<file path="config.mk">
export PLATFORM = sky130hd
export DESIGN_NAME = bus_takeover_arb
export DESIGN_NICKNAME = d
export VERILOG_FILES = /design/src/rtl/bto_pkg.sv /design/src/rtl/bto_phase_sync.sv /design/src/rtl/bto_seq_fsm.sv /design/src/rtl/bus_takeover_arb.sv
export SDC_FILE = /design/constraint.sdc
export NUM_CORES = 1
export LEC_CHECK = 0
export BUFFER_PORTS_ARGS = -buffer_cell sky130_fd_sc_hd__clkbuf_2
export CORE_AREA = 2 2 39 41
export CTS_CLUSTER_DIAMETER = 40
export DETAILED_ROUTE_END_ITERATION = 16
export DIE_AREA = 0 0 41 43
export GPL_TIMING_DRIVEN = 0
export HOLD_SLACK_MARGIN = 0.08
export RECOVER_POWER = 100
export SLEW_MARGIN = 20
export SYNTH_ARGS = -nofsm -noshare
export SYNTH_HDL_FRONTEND = slang
export SYNTH_SLANG_ARGS = --single-unit
</file>
<file path="constraint.sdc">
create_clock -name clk -period 2.06 [get_ports clk]
set_clock_uncertainty 0.05 [all_clocks]
set_input_delay 0.309 -clock clk [delete_from_list [all_inputs] [get_ports clk]]
set_output_delay 0.309 -clock clk [all_outputs]
set_load 0.005 [all_outputs]
</file>
<file path="src/rtl/bto_pkg.sv">
package bto_pkg;

    typedef enum logic [2:0] {
        ST_IDLE    = 3'd0,
        ST_STALL   = 3'd1,
        ST_FLOAT   = 3'd2,
        ST_GRANT   = 3'd3,
        ST_DRVOFF  = 3'd4,
        ST_UNFLOAT = 3'd5,
        ST_RESUME  = 3'd6
    } arb_state_e;

    typedef struct packed {
        logic rise;
        logic fall;
    } phase_evt_t;

    typedef struct packed {
        logic rdy;
        logic be;
        logic gnt;
        logic drv;
    } bus_ctl_t;

    localparam bus_ctl_t CTL_RUN = '{rdy: 1'b1, be: 1'b1, gnt: 1'b0, drv: 1'b0};

    function automatic bus_ctl_t ctl_for(arb_state_e s);
        bus_ctl_t c;
        c = CTL_RUN;
        case (s)
            ST_STALL:   c = '{rdy: 1'b0, be: 1'b1, gnt: 1'b0, drv: 1'b0};
            ST_FLOAT:   c = '{rdy: 1'b0, be: 1'b0, gnt: 1'b0, drv: 1'b0};
            ST_GRANT:   c = '{rdy: 1'b0, be: 1'b0, gnt: 1'b1, drv: 1'b1};
            ST_DRVOFF:  c = '{rdy: 1'b0, be: 1'b0, gnt: 1'b0, drv: 1'b0};
            ST_UNFLOAT: c = '{rdy: 1'b0, be: 1'b1, gnt: 1'b0, drv: 1'b0};
            default:    c = CTL_RUN;
        endcase
        return c;
    endfunction

    function automatic logic counts_phase(arb_state_e s);
        return (s == ST_STALL) || (s == ST_RESUME);
    endfunction

endpackage

</file>
<file path="src/rtl/bto_phase_sync.sv">
module bto_phase_sync
    import bto_pkg::*;
#(
    parameter int STAGES = 2
) (
    input  logic       clk,
    input  logic       rst,
    input  logic       phi2_in,
    output phase_evt_t evt
);
    localparam int LAST = STAGES - 1;

    logic [STAGES-1:0] chain;
    logic              last_q;

    for (genvar g = 0; g < STAGES; g++) begin : g_stage
        if (g == 0) begin : g_first
            always_ff @(posedge clk) begin
                if (rst) chain[0] <= 1'b0;
                else     chain[0] <= phi2_in;
            end
        end else begin : g_next
            always_ff @(posedge clk) begin
                if (rst) chain[g] <= 1'b0;
                else     chain[g] <= chain[g-1];
            end
        end
    end

    always_ff @(posedge clk) begin
        if (rst) last_q <= 1'b0;
        else     last_q <= chain[LAST];
    end

    always_comb begin
        evt.rise = chain[LAST] & ~last_q;
        evt.fall = ~chain[LAST] & last_q;
    end
endmodule

</file>
<file path="src/rtl/bto_seq_fsm.sv">
module bto_seq_fsm
    import bto_pkg::*;
(
    input  logic       clk,
    input  logic       rst,
    input  logic       req,
    input  phase_evt_t evt,
    output arb_state_e state_q,
    output bus_ctl_t   ctl
);
    arb_state_e state_d;
    logic       rose_q;
    logic       rose_d;

    always_comb begin
        rose_d = counts_phase(state_q) ? (rose_q | evt.rise) : 1'b0;
        state_d = state_q;
        case (state_q)
            ST_IDLE:    if (req) state_d = ST_STALL;
            ST_STALL:   if (evt.fall && rose_q) state_d = ST_FLOAT;
            ST_FLOAT:   state_d = ST_GRANT;
            ST_GRANT:   if (!req) state_d = ST_DRVOFF;
            ST_DRVOFF:  state_d = ST_UNFLOAT;
            ST_UNFLOAT: state_d = ST_RESUME;
            ST_RESUME:  if (evt.fall && rose_q) state_d = ST_IDLE;
            default:    state_d = ST_IDLE;
        endcase
        if (state_d != state_q) rose_d = 1'b0;
    end

    always_ff @(posedge clk) begin
        if (rst) begin
            state_q <= ST_IDLE;
            rose_q  <= 1'b0;
        end else begin
            state_q <= state_d;
            rose_q  <= rose_d;
        end
    end

    assign ctl = ctl_for(state_q);
endmodule

</file>
<file path="src/rtl/bus_takeover_arb.sv">
module bus_takeover_arb
    import bto_pkg::*;
#(
    parameter int SYNC_STAGES = 2
) (
    input  logic clk,
    input  logic rst,
    input  logic phi2_in,
    input  logic req,
    output logic gnt,
    output logic ext_drv_en,
    output logic cpu_rdy,
    output logic cpu_be
);
    phase_evt_t evt;
    arb_state_e cur_state;
    bus_ctl_t   ctl;

    bto_phase_sync #(.STAGES(SYNC_STAGES)) u_sync (
        .clk     (clk),
        .rst     (rst),
        .phi2_in (phi2_in),
        .evt     (evt)
    );

    bto_seq_fsm u_fsm (
        .clk     (clk),
        .rst     (rst),
        .req     (req),
        .evt     (evt),
        .state_q (cur_state),
        .ctl     (ctl)
    );

    assign cpu_rdy    = ctl.rdy;
    assign cpu_be     = ctl.be;
    assign gnt        = ctl.gnt;
    assign ext_drv_en = ctl.drv;
endmodule

</file>
; ---- After elaboration in Yosys (flattened, before gate mapping)
; Index checks and enable logic that the tools add are counted.
[totals]
word_cells = 30
input_bits = 4
regBits = 7
output_inout_bits = 4
[op_classes]
n_mux = 6
n_bitwise = 6
reduce_logical = 6
n_eq_ne = 7
[op_table]
columns = op, n
row1 = $pmux W3 S7, 1
row2 = $mux W3, 4
row3 = $pmux W4 S3, 1
row4 = $eq A3 B3 Y1 const B, 3
row5 = $eq A3 B2 Y1 const B, 2
row6 = $reduce_or A2 Y1, 2
row7 = $eq A3 B1 Y1 const B, 1
row8 = $logic_not A3 Y1, 1
row9 = $ne A3 B3 Y1, 1
row10 = $not A1 Y1, 3
row11 = $reduce_or A3 Y1, 1
row12 = $and A1 B1 Y1, 2
row13 = $logic_and A1 B1 Y1, 1
row14 = $logic_or A1 B1 Y1, 1
row15 = $or A1 B1 Y1, 1

; ---- Depth between registers and ports, before layout
; Gate-level depths: netlist of the first run.
[depth]
ltp_word = 7
ltp_mapped = 4
ltp_nobuf = 3

; ---- Cells and area by module
; From an unflattened synthesis of the first run, not the netlist that was laid out.
[hier_totals]
cells_unflattened = 42
hier_area_um2 = 352.8
[modules_own_cells]
columns = mod, seq_area_each_um2, area_each_um2, n_inst, cells_per_inst
row1 = bto_seq_fsm, 80.1, 261.5, 1, 34
row2 = bto_phase_sync, 60.1, 91.3, 1, 8

; ---- Worst setup path after synthesis of the first run
; OpenSTA, ideal clock, no wires.
[synth_path]
kind = register to output
startpoint = reg u_fsm.state_q[0]
endpoint = out gnt
path_buffers = 2
path_slack_ps = 932
t_required_ps = 1701
stages_incl_launch_ff = 4
arrival_ps = 769
path_cell_list = dfxtp_1 buf_2 and3b_1 buf_4
[synth_between]
elab_chain_len = 3
word_cells_on_any_way = 8
classes_between = 5 x eq/ne / 1 x mux / 2 x reduce/logical
[synth_rtl]
columns = item, line
row1 = from (decl), bto_seq_fsm.sv:8  ; output arb_state_e state_q,
row2 = from (signal assigned), bto_seq_fsm.sv:36  ; state_q <= state_d;
row3 = "$eq A3 B3 Y1, or another cell as far along", bto_pkg.sv:30  ; case (s)
row4 = $reduce_or A2 Y1 (no source line), n/a
row5 = $pmux W4 S3 *, bto_pkg.sv:30
row6 = to (decl), bus_takeover_arb.sv:10  ; output logic gnt,
; Every way passes the cells marked *; elsewhere a longest branch is shown, timed or not.

; ---- Worst setup path after layout of the first run
; Same ends and word-level chain as after synthesis.

==> results of run 1 <==
## placed cells by master, fill, tap and decap left out, types with 2 or more instances in the layout
master | Yosys | layout
nor3_1 | 2 | 2
nor2b_1 | 5 | 5
nor3b_1 | 2 | 2
clkbuf_2 | 0 | 5
a21oi_1 | 5 | 6
inv_1 | 3 | 3
clkbuf_1 | 0 | 4
clkbuf_4 | 0 | 4
dfxtp_1 | 7 | 7
## logic make-up after synthesis
group,count (synthesis),synth area share (%)
flops,7,39.4
fa+ha+maj,1,2.82
buf+inv,6,8.10
compound gates,12,22.9
simple gates,14,26.8
## final cells by class
cell class                      instances  area, um2  share of cell area [%]
Multi-Input combinational cell         27        183                    42.6
Sequential cell                         7        140                    32.7
Timing Repair Buffer                    7       32.5                    7.58
Clock buffer                            4       26.3                    6.12
Tap cell                               16       20.0                    4.66
Buffer                                  3       16.3                    3.79
Inverter                                3       11.3                    2.62
## worst max-delay path by stage
stage                      from  endpoint  slack (ns)  cells after the start
2_1_floorplan  u_fsm.state_q[0]       gnt        0.93                      3
3_3_place_gp   u_fsm.state_q[0]       gnt        0.83                      4
3_5_place_dp   u_fsm.state_q[1]       gnt        0.81                      3
4_1_cts        u_fsm.state_q[1]       gnt        0.53                      3
5_1_grt        u_fsm.state_q[0]       gnt        0.28                      4
6_report       u_fsm.state_q[0]       gnt        0.37                      4
## registers in the layout, summed over array words and instances (netlist names)
register and flops:
u_fsm.rose_q 1, u_sync.chain 2, u_fsm.state_q 3, u_sync.last_q 1
## power groups by stage
stage	Clock, W	Sequential (W)	Combinational, W
global route	0.000141	0.000142	0.0000284
detailed placement	0	0.000144	0.0000260
floorplan	0	0.000144	0.0000170
CTS	0.000130	0.000141	0.0000261
finish	0.000123	0.000142	0.0000250
global placement	0	0.000144	0.0000256
## worst register-to-register path: cells and delay by family (launching register included)
kind                   cells  cell delay, ns
AOI/OAI and AO/OA          2            0.22
DFF                        1            0.30
and+or+nand+nor            1            0.26
buffers and inverters      1            0.30
## stage by stage
stage | util [%] | hold slack, ns
CTS | 31.6 | 0.220
finish | 31.0 | 0.221
global placement | 29.7 | 0.368
global route | 31.0 | 0.240
detailed placement | 29.7 | 0.378
floorplan | - | 0.321
## routing by layer
layer | up-vias | GRT usage (%) | wire (um)
met5 | - | 0 | 0
met1 | 132 | 11.0 | 365
met4 | 0 | 2.00 | 0
met2 | 6 | 12.8 | 280
li1 | 162 | - | -
met3 | 0 | 6.28 | 33
==> results.ini, run 1 <==
[grt]
grt_util_all_layers_pct = 9.06
grt_pass1_wl_mm = 1.09
grt_max_degree = 11
overflow = 0
grt_pass1_vias = 277
antenna_found_initial = 0

[power_and_ir_drop]
power_frac_comb_pct = 8.6
power.leakage_nw = 0.181
pwr-share-clk_pct = 42.5
switchingPower_w = 0.0000634
swShare_pct = 21.9
intPower_w = 0.000226
power_density_nw_per_um2 = 675
p_seq_share_pct = 48.8
vdd_ir_drop_max_mv = 0.304
finalPower_w = 0.000290

[setup_path]
r2r_end = u_fsm.state_q[2]
critPathArrivalTime_ns = 1.33
rr_worst_depth = 4
required_ns = 1.70
cp-start-kind = register
cp.buffers_inverters = 3
crit_fanout = 10
cp-end-kind = output pin
r2r-start = u_fsm.state_q[0]
crit_slowest_cell = dfxtp_1
max_stage_delay_ns = 0.30
rrSetupSlack_ns = 0.86
worstPathCellList = clkbuf_1, and3b_1, clkbuf_4, clkbuf_2
criticalPathCategory = reg -> out
cp_top_family = buffers and inverters

[floorplan]
rows = 14
die_x_um = 41
initial_core_util_pct = 25.7
coreArea_um2 = 1380
die_area_um2 = 1760
fp.dieH_um = 43
ios = 8

[yosys]
synth_common_cells = dfxtp_1, a21oi_1, nor2b_1, inv_1
ys_ff_latch = 7
synth_warnings = 0
syn_nets = 44
syn_avg_cell_area_um2 = 8.88
synth.yosys.seq_area_share_pct = 39.4
synth_ff_type = dfxtp_1
synthesis.instances = 40
synth_edf_count = 0
async_flop_share_pct = 0
synth_cell_types = 21
syn-cell-area_um2 = 355
synthTopCellsByArea = dfxtp_1, nor2b_1, a21oi_1, nor3b_1, and3b_4
synth_most_common_cell = dfxtp_1
yosys.area.top_type_share_pct = 39.4
yosys.area.top_type = dfxtp_1

[cts]
cts_made_buffers = 3
insertion_delay_ns = 0.25
htree_levels = 1
clock-sinks = 7
clockRootBuffer = clkbuf_4
tritoncts = built
ctsResizeCount = 0
cts_buffer_depth = 2
cts_setup_buffers = 0
cts_hold_buffers = 0
clk_pin_slew_worst_paths_ns = 0.05

[route]
drc = 0
finalWirelength_um = 679
drt_iter0_markers = 0
wl_per_cell_um = 10.1
detail-route-antenna-nets = 0
viasPerCell = 4.48
first_pass_iters = 1
routed-via-count = 300

[finish]
fillers = 167
final-instance-count-excl-fill = 67
fin_nets = 56
final_area_um2 = 429
n_antenna_cell = 0
drive_gt1_share_pct = 21.6
syn_to_final_growth_pct = 20.8

[status]
status = finished clean

[place]
pre_cts_slack_ns = 0.815
placedCellCount = 63
dpl.hpwl_um = 472
io_buffers = 7
placement.cell_area_um2 = 410
place_congestion = 0.621

[min_path]
hold_path_depth = 2
hold_class = in -> reg
min_from = phi2_in
min_to = u_sync.chain[0]

[timing]
worst_slack_ns = 0.370
finalCriticalPeriod_ns = 1.69
final.setup.tns_ns = 0
hold_viol_final = 0
maxSlewViolCount = 0
setup_violations = 0
fmax_mhz = 592
tightestPinTransition_ns = 0.359
rsz0062_at_grt = false
post-route-period-util_pct = 82.0
slew_headroom_pct = 76.1

[run]
maxCapViolCount = 0

Power figures use the tool's default switching activity.
==> inputs of run 2 (changes only) <==
--- a/config.mk
+++ b/config.mk
@@ -5,6 +5,7 @@
 export SDC_FILE = /design/constraint.sdc
 export NUM_CORES = 1
 export LEC_CHECK = 0
+export ABC_AREA = 1
 export BUFFER_PORTS_ARGS = -buffer_cell sky130_fd_sc_hd__clkbuf_2
 export CORE_AREA = 2 2 39 41
 export CTS_CLUSTER_DIAMETER = 40
==> constraint.sdc (replaced) <==
create_clock -name clk -period 1.4 [get_ports clk]
set_clock_uncertainty 0.05 [all_clocks]
set_input_delay 0.21 -clock clk [delete_from_list [all_inputs] [get_ports clk]]
set_output_delay 0.21 -clock clk [all_outputs]
set_load 0.005 [all_outputs]
==> run 2 against run 1 <==
Register-to-register slack worse by 0.57 ns. Critical path type unchanged. Core utilization up 6.7 points. Count of clock-buffer cells in the layout unchanged. Clock power up 41%. Sequential cell count unchanged. Routed wire length up 12%. Largest power group unchanged.
==> results.ini, run 2 <==
[route]
drc = 0
viasPerCell = 4.34
drt_iter0_markers = 0
routed-via-count = 386
wl_per_cell_um = 8.54
finalWirelength_um = 760
first_pass_iters = 1
detail-route-antenna-nets = 0

[timing]
rsz0062_at_grt = true
hold_viol_final = 0
post-route-period-util_pct = 97.6
maxSlewViolCount = 0
final.setup.tns_ns = 0
tightestPinTransition_ns = 0.282
finalCriticalPeriod_ns = 1.37
fmax_mhz = 732
worst_slack_ns = 0.0342
worst_hold_slack_ns = 0.110
setup_violations = 0
slew_headroom_pct = 81.2

[yosys]
synth_most_common_cell = nand2_1
ys_ff_latch = 7
syn_avg_cell_area_um2 = 6.01
synth_cell_types = 11
synthesis.instances = 60
synth_common_cells = nand2_1, nor2_1, inv_1, dfxtp_1, nand3_1
yosys.area.top_type = dfxtp_1
synth.yosys.seq_area_share_pct = 38.9
synth_ff_type = dfxtp_1
yosys.area.top_type_share_pct = 38.9
syn-cell-area_um2 = 360
synthTopCellsByArea = dfxtp_1, nand2_1, nor2_1, inv_1, nand3_1
async_flop_share_pct = 0
synth_warnings = 0
syn_nets = 64
synth_edf_count = 0

[min_path]
hold_path_depth = 3
hold_class = in -> reg

[floorplan]
die_area_um2 = 1760
fp.dieH_um = 43
initial_core_util_pct = 26.0
ios = 8
rows = 14
coreArea_um2 = 1380
die_x_um = 41

[place]
pre_cts_slack_ns = 0.136
placement.cell_area_um2 = 415
place_congestion = 0.715
io_buffers = 7
dpl.hpwl_um = 527

[setup_path]
cp-startpoint = u_fsm.state_q[1]
rrSetupSlack_ns = 0.29
cp-end-kind = output pin
crit_fanout = 7
critPathArrivalTime_ns = 1.11
cp-start-kind = register
r2r_end = u_fsm.state_q[2]
setup.worst_path.end = cpu_be
r2r-start = u_fsm.state_q[1]
required_ns = 1.14
rr_worst_depth = 7
criticalPathCategory = reg -> out

[finish]
layout_common_cells = nand2_1, nor2_1, inv_1
drive_gt1_share_pct = 32.9
final_area_um2 = 522
syn_to_final_growth_pct = 44.8
fin_nets = 78
largest_reg_flops = 3
top_regs = u_fsm.state_q x3, u_sync.chain x2
n_antenna_cell = 0
final_common_cell = nand2_1
top_register = u_fsm.state_q

[run]
maxCapViolCount = 0

[status]
status = finished clean

[grt]
antenna_found_initial = 0
grt_util_all_layers_pct = 9.26
grt_max_degree = 8
grt_pass1_vias = 304
grt_pass1_wl_mm = 1.05
overflow = 0

[power_and_ir_drop]
power_density_nw_per_um2 = 812
finalPower_w = 0.000424
power.leakage_nw = 0.262
vdd_ir_drop_max_mv = 0.309

[cts]
cts_made_buffers = 3
cts_buffer_depth = 2
clock-sinks = 7
insertion_delay_ns = 0.24
clockRootBuffer = clkbuf_4
htree_levels = 1
clk_pin_slew_worst_paths_ns = 0.05
tritoncts = built

==> run 2: worst max-delay path, stage by stage, from the launching register on <==
cell and delay (ns):
dfxtp_4 0.42, nand2_4 0.08, nor2_4 0.16, o22ai_1 0.08
buf_2 0.13
==> run 2: how the worst min path moves through the flow <==
stage | to | slack [ns] | from
2_1_floorplan | u_sync.chain[0] | 0.23 | rst
3_3_place_gp | u_sync.chain[1] | 0.34 | u_sync.chain[0]
3_5_place_dp | u_sync.chain[1] | 0.35 | u_sync.chain[0]
4_1_cts | u_sync.chain[0] | 0.1 | phi2_in
5_1_grt | u_sync.chain[0] | 0.1 | phi2_in
6_report | u_sync.chain[0] | 0.11 | phi2_in
==> run 2: metrics by stage <==
stage               utilization, %  std cells
floorplan                        -         60
global placement              30.0         83
detailed placement            30.0         83
CTS                           32.7         87
global route                  37.7         89
finish                        37.7         89
==> run 2: final cells by class <==
type	instances	area, um2
sequential	7	151
inverter	10	40.0
timing repair buffer	9	55.1
buffer	1	11.3
multi-input combinational	42	218
fill	155	862
clock buffer	4	26.3
tap	16	20.0
==> run 2: timing repair <==
| action | 4_1_cts | 5_1_grt |
|---|---|---|
| buffers inserted | 0 | 2 |
| resized for setup | 5 | 17 |
| endpoints found under the setup margin | 3 | 4 |
| hold buffers | 0 | 0 |
| pin swaps | 0 | 3 |
==> run 2: cells by family after synthesis <==
family	after synthesis	share of synthesized area, %
compound gates	3	4.52
buf+inv	11	12.5
flops	7	38.9
simple gates	39	44.1
==> run 2: where the power goes <==
group / internal [W] / switching, W / total, W
clock network: 0.000108 / 0.0000654 / 0.000174
logic: 0.0000163 / 0.0000234 / 0.0000397
registers: 0.000203 / 0.00000794 / 0.000210
==> run 2: routing by layer <==
layer | wire, um | global-route usage [%]
met1 | 329 | 9.71
met2 | 392 | 12.8
met3 | 30 | 3.14
met4 | 8 | 10.0
met5 | 0 | 0
